`config.mk`:
```
export PLATFORM = sky130hd
export DESIGN_NAME = pwm_bank
export DESIGN_NICKNAME = d
export VERILOG_FILES = /design/src/rtl/pwm_bank_pkg.sv /design/src/rtl/pwm_tick_gen.sv /design/src/rtl/pwm_chan.sv /design/src/rtl/pwm_ctrl_regs.sv /design/src/rtl/pwm_bank.sv
export SDC_FILE = /design/constraint.sdc
export NUM_CORES = 1
export LEC_CHECK = 0
export BUFFER_PORTS_ARGS = -buffer_cell sky130_fd_sc_hd__buf_2
export CAP_MARGIN = 20
export CORE_ASPECT_RATIO = 1.2
export CORE_MARGIN = 1
export CORE_UTILIZATION = 63
export DETAILED_ROUTE_END_ITERATION = 6
export PLACE_DENSITY = 0.89
export SETUP_SLACK_MARGIN = 0.15
export SLEW_MARGIN = 20
export SYNTH_ARGS = -nofsm -noshare
export SYNTH_HDL_FRONTEND = slang
export SYNTH_SLANG_ARGS = --single-unit
```
`constraint.sdc`:
```
create_clock -name clk -period 4.34 [get_ports clk]
set_input_delay 0.217 -clock clk [delete_from_list [all_inputs] [get_ports clk]]
set_output_delay 0.217 -clock clk [all_outputs]
set_load 0.02 [all_outputs]
```
`src/rtl/pwm_bank_pkg.sv`:
```
package pwm_bank_pkg;
    localparam int ADDR_W    = 5;
    localparam int DATA_W    = 32;
    localparam int CNT_W     = 16;
    localparam int GLB_BIT   = 0;
    localparam int INV_BASE  = 1;
    localparam int BASE_BASE = 8;
    localparam int AUX_BASE  = 16;
    localparam int ERR_BIT   = 8;
    localparam int CH_BASE   = 4;

    typedef enum logic [ADDR_W-1:0] {
        A_ENABLE = 5'd0,
        A_MODE   = 5'd1,
        A_STATUS = 5'd2
    } ctrl_addr_e;

    typedef struct packed {
        logic [CNT_W-1:0] width;
        logic [CNT_W-1:0] thr;
    } chan_cfg_t;

    typedef struct packed {
        logic [DATA_W-1:0] word;
        logic              bad;
    } mode_fix_t;

    function automatic logic [DATA_W-1:0] mode_mask(input int nch);
        logic [DATA_W-1:0] m;
        m = '0;
        m[GLB_BIT] = 1'b1;
        for (int n = 0; n < nch; n++) begin
            m[INV_BASE+n]  = 1'b1;
            m[BASE_BASE+n] = 1'b1;
            m[AUX_BASE+n]  = 1'b1;
        end
        return m;
    endfunction

    function automatic mode_fix_t mode_sanitize(input logic [DATA_W-1:0] raw, input int nch);
        mode_fix_t r;
        r.word = raw & mode_mask(nch);
        r.bad  = 1'b0;
        for (int n = 0; n < nch; n++) begin
            if (r.word[BASE_BASE+n] && r.word[AUX_BASE+n]) begin
                r.word[AUX_BASE+n] = 1'b0;
                r.bad = 1'b1;
            end
        end
        return r;
    endfunction

    function automatic logic chan_inverted(input logic [DATA_W-1:0] mode, input int n);
        return mode[GLB_BIT] & mode[AUX_BASE+n] & ~mode[BASE_BASE+n] & mode[INV_BASE+n];
    endfunction
endpackage

```
`src/rtl/pwm_tick_gen.sv`:
```
module pwm_tick_gen #(
    parameter int DIV = 2
) (
    input  logic clk,
    input  logic rst,
    output logic tick
);
    generate
        if (DIV <= 1) begin : g_every
            assign tick = 1'b1;
        end else begin : g_div
            localparam int PW = $clog2(DIV);
            logic [PW-1:0] pcnt;
            always_ff @(posedge clk) begin
                if (rst || pcnt == PW'(DIV-1)) pcnt <= '0;
                else                           pcnt <= pcnt + 1'b1;
            end
            assign tick = (pcnt == PW'(DIV-1));
        end
    endgenerate
endmodule

```
`src/rtl/pwm_chan.sv`:
```
module pwm_chan
    import pwm_bank_pkg::*;
(
    input  logic      clk,
    input  logic      rst,
    input  logic      tick,
    input  logic      en,
    input  logic      inv,
    input  chan_cfg_t shadow,
    output logic      lvl
);
    chan_cfg_t        act;
    logic [CNT_W-1:0] cnt;
    logic [CNT_W:0]   nxt;
    logic             wrap;

    assign nxt  = {1'b0, cnt} + 1'b1;
    assign wrap = (nxt >= {1'b0, act.width});

    always_ff @(posedge clk) begin
        if (rst) begin
            cnt <= '0;
            act <= '0;
        end else if (!en) begin
            cnt <= '0;
            act <= shadow;
        end else if (tick) begin
            if (wrap) begin
                cnt <= '0;
                act <= shadow;
            end else begin
                cnt <= nxt[CNT_W-1:0];
            end
        end
    end

    assign lvl = (en && (cnt < act.thr)) ^ inv;
endmodule

```
`src/rtl/pwm_ctrl_regs.sv`:
```
module pwm_ctrl_regs
    import pwm_bank_pkg::*;
#(
    parameter int NCH = 6
) (
    input  logic              clk,
    input  logic              rst,
    input  logic              wr_en,
    input  logic [ADDR_W-1:0] wr_addr,
    input  logic [DATA_W-1:0] wr_data,
    input  logic [ADDR_W-1:0] rd_addr,
    output logic [DATA_W-1:0] rd_data,
    input  logic [NCH-1:0]    lvl,
    output logic [NCH-1:0]    en_q,
    output logic [DATA_W-1:0] mode_q,
    output logic              err_q,
    output chan_cfg_t         cfg_q [NCH]
);
    mode_fix_t fix;
    assign fix = mode_sanitize(wr_data, NCH);

    always_ff @(posedge clk) begin
        if (rst) begin
            en_q   <= '0;
            mode_q <= '0;
            err_q  <= 1'b0;
            for (int n = 0; n < NCH; n++) cfg_q[n] <= '0;
        end else if (wr_en) begin
            if (wr_addr == A_ENABLE) en_q <= wr_data[NCH-1:0];
            if (wr_addr == A_MODE) begin
                mode_q <= fix.word;
                if (fix.bad) err_q <= 1'b1;
            end
            for (int n = 0; n < NCH; n++) begin
                if (wr_addr == ADDR_W'(CH_BASE + 2*n))
                    cfg_q[n].width <= wr_data[CNT_W-1:0];
                if (wr_addr == ADDR_W'(CH_BASE + 2*n + 1))
                    cfg_q[n].thr <= wr_data[CNT_W-1:0];
            end
        end
    end

    always_comb begin
        rd_data = '0;
        if (rd_addr == A_ENABLE) rd_data[NCH-1:0] = en_q;
        if (rd_addr == A_MODE)   rd_data = mode_q;
        if (rd_addr == A_STATUS) begin
            rd_data[NCH-1:0] = lvl;
            rd_data[ERR_BIT] = err_q;
        end
        for (int n = 0; n < NCH; n++) begin
            if (rd_addr == ADDR_W'(CH_BASE + 2*n))
                rd_data[CNT_W-1:0] = cfg_q[n].width;
            if (rd_addr == ADDR_W'(CH_BASE + 2*n + 1))
                rd_data[CNT_W-1:0] = cfg_q[n].thr;
        end
    end
endmodule

```
`src/rtl/pwm_bank.sv`:
```
module pwm_bank
    import pwm_bank_pkg::*;
#(
    parameter int NCH = 6,
    parameter int DIV = 2
) (
    input  logic              clk,
    input  logic              rst,
    input  logic              wr_en,
    input  logic [ADDR_W-1:0] wr_addr,
    input  logic [DATA_W-1:0] wr_data,
    input  logic [ADDR_W-1:0] rd_addr,
    output logic [DATA_W-1:0] rd_data,
    output logic [NCH-1:0]    pwm_out
);
    logic              tick;
    logic [NCH-1:0]    en_q;
    logic [DATA_W-1:0] mode_q;
    logic              err_q;
    chan_cfg_t         cfg_q [NCH];

    pwm_tick_gen #(.DIV(DIV)) tick_i (
        .clk (clk),
        .rst (rst),
        .tick(tick)
    );

    pwm_ctrl_regs #(.NCH(NCH)) regs_i (
        .clk    (clk),
        .rst    (rst),
        .wr_en  (wr_en),
        .wr_addr(wr_addr),
        .wr_data(wr_data),
        .rd_addr(rd_addr),
        .rd_data(rd_data),
        .lvl    (pwm_out),
        .en_q   (en_q),
        .mode_q (mode_q),
        .err_q  (err_q),
        .cfg_q  (cfg_q)
    );

    generate
        for (genvar n = 0; n < NCH; n++) begin : g_ch
            pwm_chan chan_i (
                .clk   (clk),
                .rst   (rst),
                .tick  (tick),
                .en    (en_q[n]),
                .inv   (chan_inverted(mode_q, n)),
                .shadow(cfg_q[n]),
                .lvl   (pwm_out[n])
            );
        end
    endgenerate
endmodule

```
==> results of run 1 <==
==> final cells by class <==
| class | instances | share of cell area |
|---|---|---|
| Timing Repair Buffer | 106 | 0.0249 |
| Antenna cell | 2 | 0.000171 |
| Inverter | 231 | 0.0296 |
| Clock inverter | 24 | 0.0120 |
| Clock buffer | 66 | 0.0471 |
| Tap cell | 546 | 0.0233 |
| Sequential cell | 507 | 0.346 |
| Multi-Input combinational cell | 2393 | 0.517 |
==> cell usage after synthesis (all sizes together), types with 24 or more instances <==
cell	n	share of area
mux2i	200	0.074
ha	192	0.089
nand3	88	0.016
a22oi	32	0.0089
inv	231	0.032
o21ai	81	0.016
nor3	32	0.0066
xor2	36	0.012
nand2	559	0.078
xnor2	66	0.021
nand2b	156	0.036
clkbuf	131	0.019
dfxtp	507	0.38
nand4	38	0.0091
nor2	254	0.035
a22o	24	0.0078
a21oi	312	0.058
and3	34	0.0079
buf	54	0.012
==> state kept, by name, summed over array words and instances (netlist names) <==
signal / flops
regs_i.err_q: 1
tick_i.tick: 1
regs_i.cfg_q: 192
regs_i.en_q: 6
g_ch.chan_i.cnt: 96
g_ch.chan_i.act: 192
regs_i.mode_q: 19
==> power breakdown <==
| group | switching (W) | total (W) | internal, W |
|---|---|---|---|
| combinational | 0.000337 | 0.000459 | 0.000122 |
| clock | 0.00192 | 0.00464 | 0.00272 |
| sequential | 0.0000288 | 0.00470 | 0.00467 |
| total | 0.00228 | 0.00980 | 0.00752 |
==> metrics by stage <==
step / total power, W / std cells / area [µm²]
final: 0.00980 / 3875 / 29300
after floorplan: 0.00507 / 3317 / 27000
after global placement: 0.00523 / 3777 / 27500
after global routing: 0.0100 / 3873 / 29300
after detailed placement: 0.00523 / 3777 / 27500
after CTS: 0.00977 / 3873 / 29300
==> routing by layer <==
| layer | GRT usage | share of wire |
|---|---|---|
| met1 | 0.462 | 0.38 |
| met2 | 0.571 | 0.44 |
| met3 | 0.0798 | 0.11 |
| met4 | 0.246 | 0.072 |
| met5 | 0 | 0.00064 |
==> worst register-to-register path, delay by kind of cell (launching register included) <==
kind	cells	cell delay [ps]
DFF	1	440
buffers and inverters	1	230
and+or+nand+nor	5	1350
AOI/OAI and AO/OA	3	1060
xor gates and xnor gates	1	190
adders and majority gates	2	540
==> cell families (layout without fill, tap and decap cells) <==
logic type | after synthesis | count (layout) | synth area share
other | 1 | 12 | 0.000139
and+or+nand+nor | 1262 | 1262 | 0.216
buffers and inverters | 417 | 427 | 0.0634
AOI/OAI and AO/OA | 627 | 627 | 0.146
xor gates and xnor gates | 102 | 102 | 0.0332
muxes | 200 | 200 | 0.0744
adders and majority gates | 192 | 192 | 0.0892
DFF | 507 | 507 | 0.377
==> worst paths after layout <==
check / startpoint / end / slack [ps]
hold reg to reg: g_ch[0].chan_i.act[23]$_SDFFE_PP0P_ / g_ch[0].chan_i.act[23]$_SDFFE_PP0P_ / 460
setup reg to reg: g_ch[1].chan_i.cnt[0]$_SDFFE_PP0P_ / g_ch[1].chan_i.cnt[8]$_SDFFE_PP0P_ / 430
setup / recovery: g_ch[3].chan_i.cnt[2]$_SDFFE_PP0P_ / rd_data[3] / 250
hold / removal: wr_data[2] / regs_i.cfg_q[178]$_SDFFE_PP0P_ / 90
==> flow_summary.rst, run 1 <==
.. list-table::
   :header-rows: 1

   * - Metric
     - Value
   * - Status
     - finished with violations
   * - Violated checks
     - design-rule violations
   * - Clock transition time at the flip-flop clock pins of the worst setup and hold paths
     - 70 ps
   * - Post-DP HPWL
     - 56.8 mm
   * - Number of filler cells placed in the layout
     - 3095
   * - Port bufs
     - 62
   * - Number of flops mapped to enable cells by yosys
     - 0
   * - Worst r2r path cells
     - 12
   * - Number of setup violations in the final report
     - 0
   * - Cell depth of the worst min-delay path
     - 3
   * - Setup CP Type
     - reg2out
   * - Area enclosed by the die boundary
     - 0.0436 mm²
   * - Number of warnings reported in the yosys synthesis log
     - 0
   * - Clock tree buffer depth
     - 3
   * - Minimum clock period
     - 4090 ps
   * - Routability Congestion
     - 1.04
   * - Standard cell core area
     - 0.0420 mm²
   * - Area Overhead vs Synth
     - 8.85%
   * - CP Data Required Time
     - 4120 ps
   * - Slowest library cell on the worst path
     - sky130_fd_sc_hd__a2111oi_0
   * - Utilization after layout
     - 0.698
   * - Worst Tran Pin Value
     - 1140 ps
   * - Maximum VDD drop
     - 0.000350 V
   * - Total Neg Setup Slack
     - 0 ps
   * - Final Routed Wirelength
     - 81.0 mm
   * - Antenna violations before repair
     - 5
   * - Vias in the first global route
     - 23119
   * - Number of different library cells in the post-synthesis netlist
     - 81
   * - Upper clock frequency limit
     - 0.245 GHz
   * - First-pass GRT wire length
     - 126 mm
   * - Average cell area after synthesis
     - 8.14 µm²
   * - Worst hold slack
     - 94.7 ps
   * - Placement-stage worst setup slack
     - 568 ps
   * - Area used by multi-input combinational logic
     - 0.0151 mm²
   * - Final Net Count
     - 3525
   * - Critical path peak fanout
     - 7
   * - Fin worst setup slack
     - 255 ps
   * - Most common cell after layout, fill and taps aside
     - sky130_fd_sc_hd__nand2_1
   * - Maximum number of pins on one net before global-route repair
     - 163
   * - Max Clock Skew
     - 26.1 ps
   * - Layout cells sized above 1
     - 0.0658
   * - Fraction of synthesis flops using an asynchronous set or reset pin
     - 0
   * - Fraction of the cycle the final worst path needs
     - 0.941
   * - # rows
     - 82
   * - Class of the tightest hold or removal check
     - in2reg
   * - Post-detailed-route via-to-cell ratio
     - 6.27
   * - GRT Util Overall
     - 0.370
   * - Number of sinks driven by the clock tree
     - 507
   * - Unrepaired setup endpoints after global routing
     - false
   * - Most instantiated flip-flop cell in the synthesis netlist
     - sky130_fd_sc_hd__dfxtp_1
   * - Detailed Routing Iterations Pass 1
     - 7
   * - Quantity of hold-fixing buffers added after cts
     - 6
   * - Width of the chip
     - 191 µm
   * - Delay contributed by the slowest stage of the critical path
     - 680 ps
   * - Crit path max-delay family
     - compound AO/OA/AOI/OAI gates
   * - Sequential area share after synthesis
     - 0.377
   * - Post-CTS repair timing setup buffer count
     - 0
   * - Vias post-DR
     - 24280
   * - Flip-flop and latch area
     - 0.0102 mm²
   * - Series of cell instances along the critical path
     - ha_1 > a211oi_1 > o21ai_0 > a2111oi_0 > o31ai_1 > xor2_1 > nor2_1 > o221ai_1 > buf_2
   * - Number of levels the H-tree was split into
     - 2
   * - Starting density of the core
     - 0.641
   * - Flip-flop and latch count after synthesis
     - 507
   * - Most frequent cells in the layout
     - sky130_fd_sc_hd__nand2_1 (559), sky130_fd_sc_hd__dfxtp_1 (506), sky130_fd_sc_hd__a21oi_1 (311)
   * - Category of the worst setup path launch point
     - register
   * - DR WL/cell
     - 20.9 µm
   * - Hold violation count in the final report
     - 0
   * - Number of pins exceeding their max-slew limit in the final report
     - 0
   * - Critical path buffers and inverters
     - 1
   * - Buffer type at the clock tree root
     - sky130_fd_sc_hd__clkbuf_16
   * - Levels on crit path
     - 9
   * - Count of instances resized after the clock tree is built
     - 0
   * - Remaining global-route overflow
     - 0
   * - Initial DRC Count
     - 2568
   * - ANT nets after route
     - 0
   * - Later-pin clock latency in the skew report
     - 610 ps
   * - Mapped Cells
     - 3308
   * - Power density normalized to cell area
     - 335 mW/mm²
   * - Critical path data arrival time
     - 3870 ps
   * - Number of design rule violations left after detail routing
     - 3
   * - Top-level I/O count
     - 83
   * - Leakage
     - 11.2 nW
   * - Max_cap viols
     - 0
   * - Sort of element at the end of the critical path
     - output pin
   * - CTS tree
     - built
   * - Cell area after technology mapping
     - 0.0269 mm²
   * - Inserted Clock Buffers
     - 49
   * - Worst slew slack as a fraction of its limit
     - 0.238
   * - Die boundary height
     - 228 µm
Power figures use the tool's default switching activity.
==> run 2: changes to the inputs <==
CORE_UTILIZATION = 55   (was 63)
PLACE_DENSITY = 0.8   (was 0.89)
==> flow_summary.rst, run 2 (same netlist as run 1, synthesis figures left out) <==
.. list-table::
   :header-rows: 1

   * - Metric
     - Value
   * - Slowest library cell on the worst path
     - sky130_fd_sc_hd__xor2_1
   * - Number of levels the H-tree was split into
     - 2
   * - Power density normalized to cell area
     - 341 mW/mm²
   * - CTS tree
     - built
   * - Worst Tran Pin Value
     - 1090 ps
   * - Number of filler cells placed in the layout
     - 4140
   * - Worst r2r path cells
     - 14
   * - Area Overhead vs Synth
     - 9.74%
   * - Number of design rule violations left after detail routing
     - 0
   * - Later-pin clock latency in the skew report
     - 640 ps
   * - Post-DP HPWL
     - 57.2 mm
   * - CP Data Required Time
     - 4120 ps
   * - Die boundary height
     - 244 µm
   * - GRT Util Overall
     - 0.316
   * - Remaining global-route overflow
     - 0
   * - Sort of element at the end of the critical path
     - output pin
   * - Critical Path Start
     - g_ch[3].chan_i.cnt[2]$_SDFFE_PP0P_
   * - Total Neg Setup Slack
     - 0 ps
   * - First-pass GRT wire length
     - 123 mm
   * - Clock transition time at the flip-flop clock pins of the worst setup and hold paths
     - 80 ps
   * - Status
     - finished, final reports clean
   * - Top Registers
     - g_ch.chan_i.act (192), regs_i.cfg_q (192), g_ch.chan_i.cnt (96)
   * - Levels on crit path
     - 9
   * - Number of pins exceeding their max-slew limit in the final report
     - 0
   * - Routability Congestion
     - 1.03
   * - Hold violation count in the final report
     - 0
   * - Minimum clock period
     - 4030 ps
   * - Worst setup path endpoint
     - rd_data[3]
   * - Most common cell after layout, fill and taps aside
     - sky130_fd_sc_hd__nand2_1
   * - DR WL/cell
     - 20.1 µm
   * - Maximum number of pins on one net before global-route repair
     - 113
   * - RR Endpoint
     - g_ch[1].chan_i.act[16]$_SDFFE_PP0P_
   * - Maximum VDD drop
     - 0.000352 V
   * - Max_cap viols
     - 0
   * - Final Net Count
     - 3534
   * - Inserted Clock Buffers
     - 52
   * - Post-layout power
     - 0.0101 W
   * - Start of the worst register-to-register path
     - g_ch[1].chan_i.cnt[0]$_SDFFE_PP0P_
   * - Count of instances resized after the clock tree is built
     - 0
   * - Upper clock frequency limit
     - 0.248 GHz
   * - Post-detailed-route via-to-cell ratio
     - 5.98
   * - # rows
     - 88
   * - Number of setup violations in the final report
     - 0
   * - Category of the worst setup path launch point
     - register
   * - Max Clock Skew
     - 38.9 ps
   * - Series of cell instances along the critical path
     - ha_1 > a211oi_1 > o21ai_0 > a2111oi_0 > o31ai_1 > xor2_1 > nor2_1 > o221ai_1 > buf_2
   * - Port bufs
     - 62
   * - Setup CP Type
     - reg2out
   * - Area enclosed by the die boundary
     - 0.0498 mm²
   * - Number of sinks driven by the clock tree
     - 507
   * - Critical path buffers and inverters
     - 1
   * - Top-level I/O count
     - 83
   * - Fraction of the cycle the final worst path needs
     - 0.929
   * - Final Routed Wirelength
     - 79.9 mm
   * - Delay contributed by the slowest stage of the critical path
     - 570 ps
   * - Width of the chip
     - 204 µm
   * - Detailed Routing Iterations Pass 1
     - 7
   * - Starting density of the core
     - 0.558
   * - Most frequent cells in the layout
     - sky130_fd_sc_hd__nand2_1 (559), sky130_fd_sc_hd__dfxtp_1 (506), sky130_fd_sc_hd__a21oi_1 (311)
   * - Worst slew slack as a fraction of its limit
     - 0.270
   * - Class of the tightest hold or removal check
     - in2reg
   * - Critical path data arrival time
     - 3820 ps
   * - Layout cells sized above 1
     - 0.0692
   * - Vias in the first global route
     - 22495
   * - Initial DRC Count
     - 2609
   * - Worst reg2reg setup slack
     - 520 ps
   * - Worst hold slack
     - 59.5 ps
   * - Buffer type at the clock tree root
     - sky130_fd_sc_hd__clkbuf_16
   * - Vias post-DR
     - 23720
   * - Critical path peak fanout
     - 7
   * - Unrepaired setup endpoints after global routing
     - false
   * - ANT nets after route
     - 0
   * - Leakage
     - 11.3 nW
   * - Standard cell core area
     - 0.0482 mm²
   * - Crit path max-delay family
     - compound AO/OA/AOI/OAI gates
   * - Antenna violations before repair
     - 3
   * - Clock tree buffer depth
     - 3
run 2: cell type report:
cell class              count  area [µm²]  area share
diodes                      2        5.00    0.000169
clock buffers              67        1450      0.0490
clock inverters            27         413      0.0140
inverters                 231         867      0.0294
multi-input cells        2393       15100       0.512
flip-flops and latches    507       10200       0.344
well taps                 630         788      0.0267
repair buffers            112         736      0.0249
run 2: metrics by stage:
stage	area (µm²)	utilization	instances	setup slack [ps]
2_1_floorplan	27000	-	3317	1050
4_1_cts	29500	0.612	3967	446
3_5_place_dp	27600	0.572	3867	565
6_report	29500	0.613	3969	307
5_1_grt	29500	0.612	3967	202
3_3_place_gp	27600	0.572	3867	614
run 2: per-layer routing:
metal  GRT usage  vias to the layer above  part of all wire
li1            -                    11283                 -
met1       0.403                    11046              0.40
met2       0.503                     1099              0.45
met3      0.0568                      286             0.097
met4       0.180                        6             0.060
met5           0                        -           0.00044
run 2: how the worst min path moves through the flow:
stage | startpoint | endpoint | slack, ps | depth (start not counted)
after floorplan | rst | tick_i.tick$_SDFF_PP0_ | 290 | 1
after global placement | g_ch[0].chan_i.act[24]$_SDFFE_PP0P_ | g_ch[0].chan_i.act[24]$_SDFFE_PP0P_ | 440 | 2
after detailed placement | g_ch[0].chan_i.act[12]$_SDFFE_PP0P_ | g_ch[0].chan_i.act[12]$_SDFFE_PP0P_ | 450 | 2
after CTS | wr_data[2] | regs_i.cfg_q[162]$_SDFFE_PP0P_ | 20 | 3
after global routing | wr_data[7] | regs_i.cfg_q[167]$_SDFFE_PP0P_ | 70 | 3
final | wr_data[7] | regs_i.cfg_q[183]$_SDFFE_PP0P_ | 60 | 3
run 2: tightest hold or removal path, delay by kind of cell:
kind,cells,cell delay (ps)
AO/OA/AOI/OAI,1,60
AND/OR/NAND/NOR,1,110
buffers and inverters,1,250
run 2: timing repair:
action | CTS | global route
hold buffers | 6 | 0
setup buffers | 0 | 0
hold endpoints to repair | 7 | 0
run 2: report_power, final:
part	switching [W]	internal (W)	leakage, nW	total [W]
Combinational	0.000336	0.000122	6.31	0.000458
Sequential	0.0000239	0.00468	4.08	0.00470
Clock	0.00200	0.00291	0.910	0.00491
